==> src/rtl/pc_pkg.sv <==
package pc_pkg;
  typedef enum logic [1:0] {
    PH_DATA = 2'd0,
    PH_RCHK = 2'd1,
    PH_CROW = 2'd2
  } pc_phase_t;
endpackage

==> src/rtl/pc_lfsr_step.sv <==
// One step of a systematic cyclic-code division register (P >= 2).
module pc_lfsr_step #(
  parameter int P = 6,
  parameter logic [P-1:0] G = 6'h03
) (
  input  logic [P-1:0] st,
  input  logic         din,
  output logic [P-1:0] nxt
);
  logic fb;
  always_comb begin
    fb  = din ^ st[P-1];
    nxt = {st[P-2:0], 1'b0} ^ (fb ? G : '0);
  end
endmodule

==> src/rtl/pc_col_store.sv <==
// Per-column check state: one write port, asynchronous read.
module pc_col_store #(
  parameter int DEPTH = 57,
  parameter int W     = 7,
  localparam int AW   = (DEPTH > 1) ? $clog2(DEPTH) : 1
) (
  input  logic          clk,
  input  logic          rst,
  input  logic          we,
  input  logic [AW-1:0] waddr,
  input  logic [W-1:0]  wdata,
  input  logic [AW-1:0] raddr,
  output logic [W-1:0]  rdata
);
  logic [W-1:0] mem [DEPTH];

  always_ff @(posedge clk) begin
    if (we) mem[waddr] <= wdata;
  end

  assign rdata = mem[raddr];

  // writes never leave the configured column range
  p_waddr_range_r6: assert property (@(posedge clk) disable iff (rst)
    we |-> (int'(waddr) < DEPTH));
endmodule

==> src/rtl/pc_prod_enc.sv <==
module pc_prod_enc #(
  parameter int KX_MAX = 57,
  parameter int KY_MAX = 57,
  parameter int PR     = 6,
  parameter int PC     = 6,
  parameter logic [PR-1:0] GR = 6'h03,
  parameter logic [PC-1:0] GC = 6'h03,
  localparam int CXW = $clog2(KX_MAX + 1),
  localparam int CYW = $clog2(KY_MAX + 1)
) (
  input  logic           clk,
  input  logic           rst,
  input  logic [CXW-1:0] kx_cfg,
  input  logic [CYW-1:0] ky_cfg,
  input  logic           in_valid,
  input  logic           in_data,
  output logic           in_ready,
  output logic           out_valid,
  output logic           out_bit,
  output logic           out_last
);
  import pc_pkg::*;

  localparam int AW = (KX_MAX > 1) ? $clog2(KX_MAX) : 1;
  localparam int RW = $clog2(KY_MAX + PC + 2);
  localparam int BW = $clog2(PR + 2);
  localparam int SW = PC + 1;

  pc_phase_t      phase;
  logic [AW-1:0]  col;
  logic [RW-1:0]  row;
  logic [BW-1:0]  bcnt;
  logic [PR-1:0]  row_st;
  logic           row_par;

  logic [SW-1:0]  rd;
  logic [PC-1:0]  rd_st, base_st, col_nx;
  logic           rd_par, base_par;
  logic [PR-1:0]  row_nx;
  logic [RW-1:0]  ky_ext, row_p1, jrow;
  logic           accept, col_last, last_row, crow_bit, feed_bit;

  always_comb begin
    accept   = in_valid && (phase == PH_DATA);
    col_last = (CXW'(col) + CXW'(1)) == kx_cfg;
    ky_ext   = RW'(ky_cfg);
    row_p1   = row + RW'(1);
    last_row = (row == ky_ext + RW'(PC));
    jrow     = row - ky_ext;
    rd_st    = rd[SW-1:1];
    rd_par   = rd[0];
    base_st  = (row == '0) ? '0 : rd_st;
    base_par = (row == '0) ? 1'b0 : rd_par;
    crow_bit = rd_par ^ (^rd_st);
    for (int i = 0; i < PC; i++)
      if (jrow == RW'(PC - 1 - i)) crow_bit = rd_st[i];
    feed_bit = (phase == PH_DATA) ? in_data : crow_bit;
  end

  assign in_ready = (phase == PH_DATA);

  pc_lfsr_step #(.P(PC), .G(GC)) u_col_step (
    .st(base_st), .din(in_data), .nxt(col_nx)
  );

  pc_lfsr_step #(.P(PR), .G(GR)) u_row_step (
    .st(row_st), .din(feed_bit), .nxt(row_nx)
  );

  pc_col_store #(.DEPTH(KX_MAX), .W(SW)) u_store (
    .clk(clk), .rst(rst), .we(accept), .waddr(col),
    .wdata({col_nx, base_par ^ in_data}), .raddr(col), .rdata(rd)
  );

  always_ff @(posedge clk) begin
    if (rst) begin
      phase     <= PH_DATA;
      col       <= '0;
      row       <= '0;
      bcnt      <= '0;
      row_st    <= '0;
      row_par   <= 1'b0;
      out_valid <= 1'b0;
      out_bit   <= 1'b0;
      out_last  <= 1'b0;
    end else begin
      out_valid <= 1'b0;
      out_last  <= 1'b0;
      unique case (phase)
        PH_DATA, PH_CROW: begin
          if (phase == PH_CROW || accept) begin
            out_valid <= 1'b1;
            out_bit   <= feed_bit;
            row_st    <= row_nx;
            row_par   <= row_par ^ feed_bit;
            if (col_last) begin
              col   <= '0;
              bcnt  <= '0;
              phase <= PH_RCHK;
            end else begin
              col <= col + AW'(1);
            end
          end
        end
        PH_RCHK: begin
          out_valid <= 1'b1;
          if (bcnt != BW'(PR)) begin
            out_bit <= row_st[PR-1];
            row_st  <= {row_st[PR-2:0], 1'b0};
            row_par <= row_par ^ row_st[PR-1];
            bcnt    <= bcnt + BW'(1);
          end else begin
            out_bit <= row_par;
            row_st  <= '0;
            row_par <= 1'b0;
            if (last_row) begin
              row      <= '0;
              phase    <= PH_DATA;
              out_last <= 1'b1;
            end else begin
              row   <= row_p1;
              phase <= (row_p1 < ky_ext) ? PH_DATA : PH_CROW;
            end
          end
        end
        default: phase <= PH_DATA;
      endcase
    end
  end

  // accepted bit is forwarded after one register
  p_pass_r2: assert property (@(posedge clk) disable iff (rst)
    (in_valid && in_ready) |=> (out_valid && out_bit == $past(in_data)));
  // a stalled input cycle always produces a check bit next
  p_stall_emits_r8: assert property (@(posedge clk) disable iff (rst)
    !in_ready |=> out_valid);
  // block end marks a valid bit and returns to accepting data
  p_last_r7: assert property (@(posedge clk) disable iff (rst)
    out_last |-> (out_valid && in_ready));
  // no accepted bit in a data phase gives no output
  p_idle_r9: assert property (@(posedge clk) disable iff (rst)
    (in_ready && !in_valid) |=> !out_valid);
endmodule

==> config.mk <==
export PLATFORM = sky130hd
export DESIGN_NAME = pc_prod_enc
export DESIGN_NICKNAME = d
export VERILOG_FILES = /design/src/rtl/pc_pkg.sv /design/src/rtl/pc_lfsr_step.sv /design/src/rtl/pc_col_store.sv /design/src/rtl/pc_prod_enc.sv
export SDC_FILE = /design/constraint.sdc
export NUM_CORES = 1
export LEC_CHECK = 0
export BUFFER_PORTS_ARGS = -buffer_cell sky130_fd_sc_hd__buf_4
export CAP_MARGIN = 20
export CORE_UTILIZATION = 40
export CTS_CLUSTER_DIAMETER = 150
export DETAILED_ROUTE_END_ITERATION = 16
export PLACE_DENSITY = 0.54
export SETUP_SLACK_MARGIN = 0.2
export SLEW_MARGIN = 20
export SYNTH_ARGS = -nofsm -noshare
export SYNTH_HDL_FRONTEND = slang
export SYNTH_HIERARCHICAL = 1
export SYNTH_SLANG_ARGS = --single-unit
==> constraint.sdc <==
create_clock -name clk -period 6.55 [get_ports clk]
set_clock_uncertainty 0.2 [all_clocks]
set_input_delay 0.655 -clock clk [delete_from_list [all_inputs] [get_ports clk]]
set_output_delay 0.655 -clock clk [all_outputs]
set_load 0.05 [all_outputs]
==> flow_metrics.py <==
metrics = {
    "run_status": {
        "status": "finished clean",
    },
    "cts": {
        "clk_pin_slew_worst_paths_ps": 60,
        "clock_path_buffers": 3,
        "cts_hold_buffers": 0,
        "tritoncts": "yes",
        "h-tree-depth": 2,
        "cts_made_buffers": 46,
        "clock-root-buffer": "clkbuf_16",
        "cts.sinks": 427,
        "cts_resized": 0,
        "post_cts_buffers": 0,
        "clk_latency_ps": 570,
    },
    "placement": {
        "port_buffers": 19,
        "placedCellCount": 1648,
        "dpl.hpwl_mm": 26.5,
        "place_ws_ps": 1150,
        "gp_congestion": 0.817,
    },
    "yosys": {
        "synth_ff_type": "edfxtp_1",
        "synthCells": 1089,
        "syn_area_per_cell_um2": 16.8,
        "ys_warn_count": 6,
        "synth_area_um2": 18300,
        "yosysSeqAreaShare_pct": 68.7,
        "ys_async_sr_fraction_pct": 0,
        "synth_edf_count": 399,
        "synth_nets": 1124,
        "ys_types": 66,
        "ys_seq_elements": 427,
    },
    "worst_setup_path": {
        "arrival_ps": 5580,
        "startpoint": "col[2]",
        "worst-setup-path-type": "flip-flop to flip-flop",
        "critical_path.max_fanout": 64,
        "endpoint_kind": "flip-flop",
        "worstRegToRegCells": 15,
        "start_kind": "flip-flop",
        "required_ps": 6790,
        "r2r_start": "col[2]",
        "ff2ff_setup_slack_ps": 1220,
        "reg2reg_to": "row_st[1]",
    },
    "power": {
        "p_seq_share_pct": 50.5,
        "power_density_nw_per_um2": 319,
        "combPwrFrac_pct": 11.3,
        "vdd_drop_max_v": 0.000171,
        "clockPowerShare_pct": 38.2,
        "p_sw_uw": 1560,
        "p_leak_uw": 0.00638,
        "intPower_uw": 4950,
        "netSwitchingFraction_pct": 23.9,
    },
    "grt": {
        "gr-total-overflow": 0,
        "antenna_found_initial": 0,
        "grt_max_degree": 65,
        "gr-usage-all-layers_pct": 18.4,
        "grt_pass1_wl_mm": 63.6,
        "grt_pass1_vias": 9793,
    },
    "final_layout": {
        "fillers": 3823,
        "layout-drive-gt1-share_pct": 19.0,
        "area_delta_synth_final_pct": 11.6,
        "fin_cells": 1729,
        "n_antenna_cell": 0,
        "final_nets": 1139,
    },
    "route": {
        "dr.first_iter.drc_count": 906,
        "drtAntennaViolNets": 0,
        "routed_wl_mm": 42.1,
        "avgViaCountPerCell": 5.63,
        "wire_per_inst_um": 24.3,
        "dr.pass1.iters": 6,
        "vias": 9737,
        "drc": 0,
    },
    "die": {
        "rows": 77,
        "start_util_pct": 40.9,
        "io_pins": 20,
        "die_w_um": 216,
        "die_area_um2": 46500,
        "die_h_um": 216,
        "coreArea_um2": 44600,
    },
    "timing": {
        "tightest_slew_ps": 985,
        "rsz0062_at_grt": "no",
        "setup_viol": 0,
        "slew_headroom_pct": 34.3,
        "drv_slew": 0,
        "period_minus_slack_ps": 5330,
        "max_freq_mhz": 188,
        "finalCritPeriodShare_pct": 81.4,
        "fin_tns_setup_ps": 0,
        "worst_slack_ps": 1220,
        "hold_viol": 0,
    },
    "worst_hold_path": {
        "min_path_type": "input port to flip-flop",
        "hold_start": "rst",
        "hold_end": "row_st[0]",
        "holdPathStages": 2,
    },
    "flow_run": {
        "max_cap_violations": 0,
    },
}
==> cell type report <==
class / instances / area, µm² / share of cell area [%]
clock buffer: 64 / 1280 / 6.29
timing repair buffer: 36 / 295 / 1.45
multi-input combinational: 577 / 5310 / 26.0
tap: 592 / 741 / 3.63
clock inverter: 17 / 146 / 0.718
sequential: 427 / 12600 / 61.6
inverter: 16 / 60.1 / 0.295
==> state kept, by name, indices dropped and copies added (netlist names) <==
register and cells:
out_last 1, col 6, out_valid 1, bcnt 3, phase 2, row 7
row_st 6, out_bit 1, u_store/mem 399, row_par 1
==> worst max path at each step <==
stage / end / cells past startpoint
4_1_cts: row_st[1] / 16
3_5_place_dp: row_st[1] / 16
2_1_floorplan: row_st[1] / 15
5_1_grt: row_st[1] / 16
6_report: row_st[1] / 15
3_3_place_gp: row_st[1] / 15
==> metrics by stage <==
stage / area [µm²] / power (µW) / hold WS (ps) / utilization, %
2_1_floorplan: 18300 / 3800 / 255 / -
3_3_place_gp: 18900 / 4070 / 272 / 42.4
3_5_place_dp: 18900 / 4090 / 277 / 42.5
4_1_cts: 20400 / 6580 / 243 / 45.7
5_1_grt: 20400 / 6740 / 264 / 45.7
6_report: 20400 / 6510 / 278 / 45.7
==> cell usage in the layout (no fill, tap or decap), drive strengths merged, types with 21 or more instances in the layout <==
cell type	n
clkbuf	64
edfxtp	399
mux4	95
dfxtp	28
nor2	88
buf	36
o21ai	34
nand2	51
mux2i	21
nor3	23
nand3	29
==> kinds of logic (layout without fill, tap and decap cells) <==
kind of cell,Yosys count,in the layout,synth area share (%)
DFF,427,427,68.7
and+or+nand+nor,274,274,7.30
AOI/OAI and AO/OA,126,126,4.80
muxes,125,125,13.5
buffers and inverters,85,133,2.53
xor gates and xnor gates,33,33,1.82
adders and majority gates,19,19,1.34
==> synthesized netlist by cell type (9+ instances only) <==
library cell | instances | area [µm²]
edfxtp_1 | 399 | 12000
a22oi_1 | 13 | 97.6
nand2_1 | 50 | 188
xnor2_1 | 16 | 140
nor2b_1 | 15 | 93.8
inv_1 | 15 | 56.3
nand2b_1 | 11 | 68.8
clkbuf_1 | 30 | 113
mux4_2 | 90 | 2030
o22ai_1 | 9 | 56.3
buf_4 | 15 | 113
mux2_2 | 9 | 101
xor2_1 | 14 | 123
nand3_1 | 29 | 145
o21ai_0 | 30 | 150
a21oi_1 | 16 | 80.1
nor3_1 | 23 | 115
and2_1 | 12 | 75.1
nor2_1 | 88 | 330
nor4_1 | 12 | 75.1
dfxtp_1 | 28 | 561
ha_1 | 18 | 225
mux2i_1 | 21 | 210
buf_2 | 16 | 80.1
==> critical path: stages (launching register included) <==
cell,delay (ps)
dfxtp_4,960
buf_4,430
mux4_2,380
mux2_2,280
o22ai_1,230
o211a_1,170
o32ai_1,140
xnor2_1,200
xnor2_1,320
xnor2_1,170
o21a_1,150
a21o_1,210
a311oi_1,480
xor3_1,420
a222oi_1,310
nor2_1,70
==> power groups by stage <==
stage                     Sequential, µW  Combinational (µW)  Clock (µW)
after floorplan                     3320                 484           0
after global placement              3350                 722           0
after detailed placement            3350                 745           0
after CTS                           3290                 746        2550
after global routing                3290                 801        2640
final                               3290                 734        2480
==> routing by layer <==
layer,track usage [%],share of wire [%]
met4,5.39,2.3
met2,29.5,48
met3,3.34,5.0
met1,25.7,45
met5,0,0
Note: power is estimated with default switching activity, not from simulation.
